$ cat config.mk
export PLATFORM = sky130hd
export DESIGN_NAME = bfx_unit
export DESIGN_NICKNAME = d
export VERILOG_FILES = /design/src/rtl/bfx_pkg.sv /design/src/rtl/bfx_decode.sv /design/src/rtl/bfx_field.sv /design/src/rtl/bfx_unit.sv
export SDC_FILE = /design/constraint.sdc
export NUM_CORES = 1
export LEC_CHECK = 0
export ABC_AREA = 1
export CORE_ASPECT_RATIO = 2
export CORE_MARGIN = 2
export CORE_UTILIZATION = 45
export CTS_CLUSTER_DIAMETER = 100
export DETAILED_ROUTE_END_ITERATION = 6
export MAX_ROUTING_LAYER = met4
export PLACE_DENSITY = 0.76
export SYNTH_ARGS = -nofsm -noshare
export SYNTH_HDL_FRONTEND = slang
export SYNTH_SLANG_ARGS = --single-unit
$ cat constraint.sdc
create_clock -name clk -period 4 [get_ports clk]
set_input_delay 0.8 -clock clk [delete_from_list [all_inputs] [get_ports clk]]
set_output_delay 0.8 -clock clk [all_outputs]
set_load 0.01 [all_outputs]
$ cat src/rtl/bfx_pkg.sv
package bfx_pkg;
    localparam logic [5:0] OPC_BFX = 6'b011111;

    typedef enum logic {
        STAGE_EMPTY,
        STAGE_FULL
    } stage_e;

    typedef struct packed {
        logic known;     // word belongs to this unit
        logic narrow;    // 32-bit form, sign-extended result
        logic do_ins;    // insert rather than extract
        logic in_range;  // high >= low and high within width
        logic resv;      // reserved-instruction condition
    } ctl_t;
endpackage

$ cat src/rtl/bfx_decode.sv
module bfx_decode
    import bfx_pkg::*;
#(
    parameter int XLEN = 64,
    localparam int HALF = XLEN / 2,
    localparam int FW = $clog2(HALF),
    localparam int PW = $clog2(XLEN) + 2
) (
    input  logic [31:0]   insn,
    input  logic          wide_en,
    output ctl_t          ctl,
    output logic [PW-1:0] lo_pos,
    output logic [PW-1:0] hi_pos
);
    logic [5:0]    func;
    logic [PW-1:0] fa, fb, lim;
    logic [1:0]    sel;

    always_comb begin
        func = insn[5:0];
        sel  = func[1:0];
        fa   = PW'(insn[11+FW-1:11]);
        fb   = PW'(insn[6+FW-1:6]);

        ctl.known  = (insn[31:26] == OPC_BFX) && (func[5:3] == 3'b000);
        ctl.narrow = (sel == 2'b00);
        ctl.do_ins = func[2];

        lo_pos = fb + ((sel == 2'b10) ? PW'(HALF) : PW'(0));
        if (ctl.do_ins)
            hi_pos = fa + ((sel == 2'b01 || sel == 2'b10) ? PW'(HALF) : PW'(0));
        else
            hi_pos = lo_pos + fa + ((sel == 2'b01) ? PW'(HALF) : PW'(0));

        lim          = ctl.narrow ? PW'(HALF - 1) : PW'(XLEN - 1);
        ctl.in_range = (hi_pos >= lo_pos) && (hi_pos <= lim);
        ctl.resv     = !ctl.known || (!ctl.narrow && !wide_en);
    end
endmodule

$ cat src/rtl/bfx_field.sv
module bfx_field #(
    parameter int XLEN = 64,
    localparam int HALF = XLEN / 2,
    localparam int PW = $clog2(XLEN) + 2
) (
    input  logic [XLEN-1:0] rs_val,
    input  logic [XLEN-1:0] rt_val,
    input  logic [PW-1:0]   lo_pos,
    input  logic [PW-1:0]   hi_pos,
    input  logic            do_ins,
    input  logic            narrow,
    output logic [XLEN-1:0] field_out
);
    logic [XLEN-1:0] mask;
    logic [XLEN-1:0] core;

    for (genvar i = 0; i < XLEN; i++) begin : g_mask
        assign mask[i] = (PW'(i) >= lo_pos) && (PW'(i) <= hi_pos);
    end

    always_comb begin
        if (do_ins)
            core = rt_val ^ ((rt_val ^ (rs_val << lo_pos)) & mask);
        else
            core = (rs_val & mask) >> lo_pos;
        if (narrow)
            field_out = {{HALF{core[HALF-1]}}, core[HALF-1:0]};
        else
            field_out = core;
    end
endmodule

$ cat src/rtl/bfx_unit.sv
module bfx_unit
    import bfx_pkg::*;
#(
    parameter int XLEN = 64,
    localparam int PW = $clog2(XLEN) + 2
) (
    input  logic            clk,
    input  logic            rst,
    input  logic            in_valid,
    input  logic [31:0]     insn,
    input  logic [XLEN-1:0] rs_val,
    input  logic [XLEN-1:0] rt_val,
    input  logic            wide_en,
    output logic            out_valid,
    output logic [XLEN-1:0] result,
    output logic            resv_insn
);
    ctl_t            ctl;
    logic [PW-1:0]   lo_pos, hi_pos;
    logic [XLEN-1:0] field_out;
    stage_e          stage_q, stage_d;
    logic [XLEN-1:0] result_q;
    logic            resv_q;

    bfx_decode #(.XLEN(XLEN)) dec_i (
        .insn(insn), .wide_en(wide_en), .ctl(ctl),
        .lo_pos(lo_pos), .hi_pos(hi_pos)
    );

    bfx_field #(.XLEN(XLEN)) fld_i (
        .rs_val(rs_val), .rt_val(rt_val), .lo_pos(lo_pos), .hi_pos(hi_pos),
        .do_ins(ctl.do_ins), .narrow(ctl.narrow), .field_out(field_out)
    );

    always_comb begin
        unique case (stage_q)
            STAGE_EMPTY: stage_d = in_valid ? STAGE_FULL : STAGE_EMPTY;
            STAGE_FULL:  stage_d = in_valid ? STAGE_FULL : STAGE_EMPTY;
            default:     stage_d = STAGE_EMPTY;
        endcase
    end

    always_ff @(posedge clk) begin
        if (rst) stage_q <= STAGE_EMPTY;
        else     stage_q <= stage_d;
    end

    always_ff @(posedge clk) begin
        if (rst) begin
            result_q <= '0;
            resv_q   <= 1'b0;
        end else begin
            resv_q <= in_valid && ctl.resv;
            if (in_valid)
                result_q <= (ctl.resv || !ctl.in_range) ? rt_val : field_out;
        end
    end

    always_comb begin
        out_valid = (stage_q == STAGE_FULL);
        result    = result_q;
        resv_insn = resv_q;
    end
endmodule

==> impl_metrics.ini, run 1 <==
[status]
outcome = stopped before the end
haltStage = global routing (5_1_grt)
stop_error = [ERROR GRT-0116] Global routing finished with congestion. Check the congestion regions in the DRC Viewer.

[synth]
ys_ff_latch = 66
syn_nets = 2899
synth_async_sr_flop_share_pct = 0
ys_types = 59
syn-cell-area_mm2 = 0.0140
synth_most_common_cell = nand2_1
synth.avg_cell_area_um2 = 5.16
synth_warnings = 0
yosysSeqAreaShare_pct = 9.41
synth_cells = 2719
synth-edff-count = 0
ys_top_cells_by_area = nand2_1, nand3_1, dfxtp_1, o21ai_0, a21oi_1
synth_top_cell_by_area = nand2_1
synth_top_flop_cell = dfxtp_1
synth_top_area_share_pct = 21.8
synth_common_cells = nand2_1, nand3_1, o21ai_0, a21oi_1, inv_1

[die]
start_util_pct = 45.7
fp-row-count = 91
fp.dieW_um = 129
die_y_um = 254
ios = 230

[clock_network]
cts_made_buffers = 9
cts.path.max_buffers = 2
htreeDepth = 3
postCtsHoldBufs = 0
root_buffer = clkbuf_16
clkSinkCount = 66

[placement]
gp_congestion = 1.53
hpwl_mm = 66.4
numPortBuffers = 219

[global_route]
grt_pass1_vias = 22800
grtUsageTotal_pct = 58.6
overflow = 33
grt_pass1_wl_mm = 140
grt_max_degree = 123
metal layers:
layer | track usage, % | GRT overflow
met3 | 35.3 | 0
met2 | 77.1 | 19
met4 | 59.2 | 13
met1 | 56.8 | 1
met5 | - | -
through the flow:
| stage | util, % | setup WS (ns) | cells | instance area [um2] | hold WS, ns |
|---|---|---|---|---|---|
| CTS | 63.0 | -0.0100 | 3527 | 19400 | 0.463 |
| detailed placement | 61.4 | -0.618 | 3505 | 18900 | 0.455 |
| global placement | 61.4 | -0.543 | 3505 | 18900 | 0.455 |
| floorplan | - | 0.199 | 2719 | 14000 | 0.490 |
kinds of logic after synthesis:
logic type / share of synthesized area (%)
and+or+nand+nor: 51.1
AOI/OAI and AO/OA: 25.3
buffers and inverters: 11.9
DFF: 9.41
adders and majority gates: 1.48
muxes: 0.855
repair_timing:
item	4_1_cts
setup endpoints to repair	64
setup buffers	6
pin swaps	13
gates resized for setup	52
==> run 2: changes to the inputs <==
CORE_ASPECT_RATIO = default   (was 2)
CORE_UTILIZATION = 30   (was 45)
CTS_CLUSTER_DIAMETER = default   (was 100)
MAX_ROUTING_LAYER = default   (was met4)
PLACE_DENSITY = default   (was 0.76)
PLACE_DENSITY_LB_ADDON = 0.15   (was default)
clock period = 5.2 ns   (was 4 ns; I/O delays follow)
==> run 2 against run 1 <==
Net effect: the flow now finishes without violations; synthesized area did not move; synthesized cell count did not move.
==> impl_metrics.ini, run 2 <==
[synth]
ys_top_cells_by_area = nand2_1, nand3_1, dfxtp_1, o21ai_0, a21oi_1
syn-cell-area_mm2 = 0.0140
synth_top_area_share_pct = 21.8
synth_top_flop_cell = dfxtp_1
synth_async_sr_flop_share_pct = 0
synth_top_cell_by_area = nand2_1
syn_nets = 2899
synth_most_common_cell = nand2_1
ys_ff_latch = 66
synth_common_cells = nand2_1, nand3_1, o21ai_0, a21oi_1, inv_1
ys_types = 59
synth-edff-count = 0
synth_cells = 2719
synth.avg_cell_area_um2 = 5.16
synth_warnings = 0
yosysSeqAreaShare_pct = 9.41

[sta]
tightest_slew_ns = 1.09
fin_worst_skew_ns = 0
fin_ws_ns = 0.235
maxSlewViolCount = 0
fin_setup_tns_ns = 0
fin_crit_sh_pct = 95.5
fmax_mhz = 201
timing.final.hold_violations = 0
slew_headroom_pct = 26.8
rsz0062_at_grt = false
setup_viol = 0
min_period_ns = 4.96

[clock_network]
htreeDepth = 3
root_buffer = clkbuf_16
cts_resized = 0
clkSinkCount = 66
cts_tree = done
cts_made_buffers = 9
clock_latency_ns = 0.35
post-cts-setup-buffers = 0
cts.path.max_buffers = 2
clkSlewWorstSetupHoldPaths_ns = 0.06
postCtsHoldBufs = 0

[hold_path]
hold_class = reg2reg
hold_path_startpoint = result[51]$_SDFFE_PP0P_
min_to = result[51]$_SDFFE_PP0P_
hold_depth = 2

[die]
dieArea_mm2 = 0.0485
ios = 230
core_area_mm2 = 0.0464
die_y_um = 220
fp.dieW_um = 220
start_util_pct = 30.3
fp-row-count = 79

[worst_setup_path]
cp_slowest_stage_delay_ns = 0.45
crit_chain = clkdlybuf4s50_1, ha_1, fa_1, nand4_1, nand3_2, nand2_4, buf_4, nand3_1, nor2_1, nor2_2, nand4_1, nand2_1, nand2_1, nand3_1, nand3_1, nand3_1, nand3_1, nand2_1, nand2_1, nand3_2, nand2_1, a21oi_1
crit_path_top_delay_cell = fa_1
worstSetupEndpointType = flop
cp_top_family = simple AND/OR/NAND/NOR gates
worstSetupPathType = in2reg
cp.required_ns = 5.41
worst_r2r_endpoint = result[0]$_SDFFE_PP0P_
crit_arrival_ns = 5.18
r2r_slack_ns = 4.53
crit_buf_inv = 2
worstSetupStartpointType = input pin
reg2reg_from = result[0]$_SDFFE_PP0P_
reg2reg_depth = 2
critPathMaxFanout = 22

[routing]
drc = 0
drtIter0Drc = 3064
totalWireLength_mm = 105
viasPerCell = 5.95
post_drt_wl_per_cell_um = 29.2
drt_first_pass_iters = 6
postRouteAntennaNets = 0
vias = 21300

[pwr]
ir_worst_vdd_v = 0.000148
p_per_area_mw_per_mm2 = 193
p_leak_nw = 8.21

[placement]
place_inst = 3567
numPortBuffers = 219
gp_congestion = 1.06
hpwl_mm = 84.0
pre_cts_slack_ns = 0.0378

[finish]
regArea_mm2 = 0.00132
stdcell_count = 3584
final_cell_mix = nand2_1, nand3_1, o21ai_0
largest_register_ffs = 64
layout_commonest_cell = nand2_1
nFillCells = 5310
multi_input_area_mm2 = 0.0111
layout.nets = 3151
drive_above_1_share_pct = 12.5
syn2layout_area_growth_pct = 29.4

[global_route]
grt_pass1_wl_mm = 145
grt_pass1_vias = 19900
grt_max_degree = 121
grtUsageTotal_pct = 42.2
overflow = 0
antenna_found_initial = 3

[status]
outcome = complete, no violations

[flow_run]
max_cap_viol_count = 0
==> run 2: cell counts after synthesis <==
No cell type changed its count.
==> run 2: metal layers <==
| metal | wire [um] | up-vias | part of all wire [%] | GRT usage, % |
|---|---|---|---|---|
| li1 | - | 9724 | - | - |
| met3 | 10100 | 308 | 9.6 | 9.13 |
| met5 | 0 | - | 0 | 0 |
| met2 | 44600 | 1357 | 43 | 64.6 |
| met1 | 40900 | 9933 | 39 | 52.5 |
| met4 | 9130 | 0 | 8.7 | 30.0 |
==> run 2: power breakdown <==
group          internal (W)  leakage [nW]  switching (W)
Combinational      0.000711          7.51        0.00157
Clock              0.000431         0.156       0.000240
Sequential         0.000535         0.545      0.0000161
==> run 2: final cells by class <==
cell class / instances / area share (%)
Multi-Input combinational cell: 2247 / 60.9
Timing Repair Buffer: 431 / 21.4
Sequential cell: 66 / 7.27
Inverter: 216 / 4.49
Tap cell: 607 / 4.18
Clock buffer: 11 / 1.34
Clock inverter: 5 / 0.427
Antenna cell: 1 / 0.0138
==> run 2: logic make-up (layout without fill, tap and decap cells) <==
kind of cell	after synthesis	in the layout	share of synthesized area (%)
other	0	1	0
AOI/OAI and AO/OA	631	631	25.3
muxes	12	12	0.855
adders and majority gates	16	16	1.48
buffers and inverters	406	663	11.9
DFF	66	66	9.41
and+or+nand+nor	1588	1588	51.1
==> run 2: worst min-delay path, delay by kind of cell, from the launching register on <==
kind | cells | cell delay, ns
flops | 1 | 0.31
simple gates | 1 | 0.06
compound gates | 1 | 0.06
==> run 2: stage by stage <==
stage / util, % / area, um2 / power [W] / hold WS [ns]
after floorplan: - / 14000 / 0.00165 / 0.490
after detailed placement: 38.5 / 17800 / 0.00273 / 0.455
after CTS: 39.2 / 18200 / 0.00341 / 0.466
after global placement: 38.5 / 17800 / 0.00273 / 0.458
after global routing: 39.2 / 18200 / 0.00364 / 0.482
final: 39.2 / 18200 / 0.00350 / 0.466
==> run 2: worst max path at each step <==
stage / startpoint / endpoint / slack [ns] / cells after the start
2_1_floorplan: insn[7] / result[14]$_SDFFE_PP0P_ / 1.16 / 18
3_3_place_gp: insn[11] / result[48]$_SDFFE_PP0P_ / 0.08 / 22
3_5_place_dp: insn[11] / result[48]$_SDFFE_PP0P_ / 0.04 / 22
4_1_cts: insn[11] / result[48]$_SDFFE_PP0P_ / 0.40 / 22
5_1_grt: insn[11] / result[48]$_SDFFE_PP0P_ / 0.09 / 22
6_report: insn[11] / result[32]$_SDFFE_PP0P_ / 0.24 / 22
No activity file was read; power rests on OpenSTA's default activity.
==> run 3: changes to the inputs <==
CTS_BUF_LIST = sky130_fd_sc_hd__clkbuf_2   (was default)
CTS_CLUSTER_DIAMETER = 150   (was default)
SETUP_SLACK_MARGIN = 0.4   (was default)
==> run 3 against run 2 <==
Net effect: the run now ends with DRC left; cell area fell by 1.0%; clock power fell by 45%; power fell by 8.7%; via count barely moved; sequential share of layout area rose by 0.075 points; sequential cell count did not move; clock-buffer cell count fell by 1; die area did not move; critical path depth rose by 2; clock skew did not move; worst hold slack improved by 0.015 ns; sequential power barely moved; critical path type unchanged; critical endpoint unchanged; largest cell class unchanged.
==> impl_metrics.ini, run 3 (same netlist as run 2, synthesis figures left out) <==
[status]
outcome = finished, violations left
violations = DRC

[clock_network]
cts_made_buffers = 9
clkSinkCount = 66
postCtsHoldBufs = 0
clkSlewWorstSetupHoldPaths_ns = 0.19
cts_tree = done
htreeDepth = 3
cts.path.max_buffers = 2
root_buffer = clkbuf_2
clock_latency_ns = 0.59

[sta]
setup_viol = 0
maxSlewViolCount = 0
min_period_ns = 4.69
fmax_mhz = 213
tightest_slew_ns = 1.11
slew_headroom_pct = 25.5
hold_ws_ns = 0.481
timing.final.hold_violations = 0
rsz0062_at_grt = false
fin_worst_skew_ns = 0
fin_setup_tns_ns = 0
fin_crit_sh_pct = 90.2

[worst_setup_path]
critPathMaxFanout = 5
crit_arrival_ns = 5.20
worstSetupPathType = in2reg
r2r_slack_ns = 4.47
worstSetupEndpointType = flop
cp.required_ns = 5.71
worstSetupStartpointType = input pin

[pwr]
p_leak_nw = 8.13
ir_worst_vdd_v = 0.000129
finalPower_w = 0.00320
p_per_area_mw_per_mm2 = 178

[finish]
largest_register_ffs = 64
layout.nets = 3151
final_cell_mix = nand2_1, nand3_1, o21ai_0
layout_commonest_cell = nand2_1
postLayoutCellArea_mm2 = 0.0180
syn2layout_area_growth_pct = 28.1
drive_above_1_share_pct = 12.5

[routing]
vias = 21300
totalWireLength_mm = 105
drc = 8
drt_first_pass_iters = 7
postRouteAntennaNets = 0
viasPerCell = 5.95
post_drt_wl_per_cell_um = 29.2
drtIter0Drc = 3126

[global_route]
grt_pass1_wl_mm = 145
grtUsageTotal_pct = 42.2
grt_pass1_vias = 19900
antenna_found_initial = 4
grt_max_degree = 121
overflow = 0

[hold_path]
hold_class = reg2reg

[placement]
gp_congestion = 1.06
placed_cell_area_mm2 = 0.0178
numPortBuffers = 219
hpwl_mm = 84.0

[die]
die_y_um = 220
fp-row-count = 79
start_util_pct = 30.3
dieArea_mm2 = 0.0485
ios = 230
core_area_mm2 = 0.0464
fp.dieW_um = 220

[flow_run]
max_cap_viol_count = 0
[run 3: cell types whose count changed in the layout (fill, tap and decap cells not counted), sizes merged]
cell / before / now
clkinv: 6 / 7
clkbuf: 11 / 10
[run 3: metal layers]
metal | GRT usage [%] | part of all wire [%]
met5 | 0 | 0.026
met3 | 8.87 | 10
met4 | 29.8 | 8.7
met1 | 52.8 | 39
met2 | 64.5 | 42
[run 3: per-stage QoR]
| step | worst slack, ns | utilization (%) | cells |
|---|---|---|---|
| 2_1_floorplan | 1.16 | - | 2719 |
| 3_3_place_gp | 0.0790 | 38.5 | 3567 |
| 3_5_place_dp | 0.0378 | 38.5 | 3567 |
| 4_1_cts | 0.685 | 38.8 | 3583 |
| 5_1_grt | 0.420 | 38.8 | 3584 |
| 6_report | 0.511 | 38.8 | 3584 |
[run 3: worst max-delay path, stage by stage]
cell and delay, ns:
clkdlybuf4s50_1 0.43, ha_1 0.26, fa_1 0.49, inv_1 0.06, o21ai_4 0.21, inv_2 0.10
nor2_4 0.15, inv_1 0.05, nand3_1 0.10, nor2_1 0.09, nor2_1 0.23, nand4_1 0.11
nand2_1 0.14, buf_4 0.12, nand2_1 0.05, nand3_1 0.12, nand3_1 0.43, nand3_1 0.25
nand3_1 0.13, nand2_1 0.13, nand2_1 0.07, nand3_2 0.11, nand2_1 0.16, a21oi_1 0.17
[run 3: final timing paths]
check                                              from                 endpoint  cells past startpoint
worst min register to register  result[56]$_SDFFE_PP0P_  result[56]$_SDFFE_PP0P_                      2
worst max-delay path                           insn[11]  result[32]$_SDFFE_PP0P_                     24
worst min-delay path            result[56]$_SDFFE_PP0P_  result[56]$_SDFFE_PP0P_                      2
worst max register to register  result[30]$_SDFFE_PP0P_  result[30]$_SDFFE_PP0P_                      2
[run 3: area by class of cell]
| class | count | area [um2] |
|---|---|---|
| Fill cell | 5344 | 28400 |
| Multi-Input combinational cell | 2247 | 11100 |
| Timing Repair Buffer | 431 | 3890 |
| Sequential cell | 66 | 1320 |
| Inverter | 216 | 816 |
| Tap cell | 607 | 759 |
| Clock inverter | 6 | 81.3 |
| Clock buffer | 10 | 50.0 |
| Antenna cell | 1 | 2.50 |
[run 3: power by group]
part	total [W]	switching [W]	internal, W
clock	0.000368	0.000210	0.000158
combinational	0.00228	0.00156	0.000712
sequential	0.000552	0.0000161	0.000536
[run 3: repair_timing]
item	in CTS	in global routing
endpoints found under the setup margin	0	4
buffers inserted	0	0
gates resized for setup	0	4
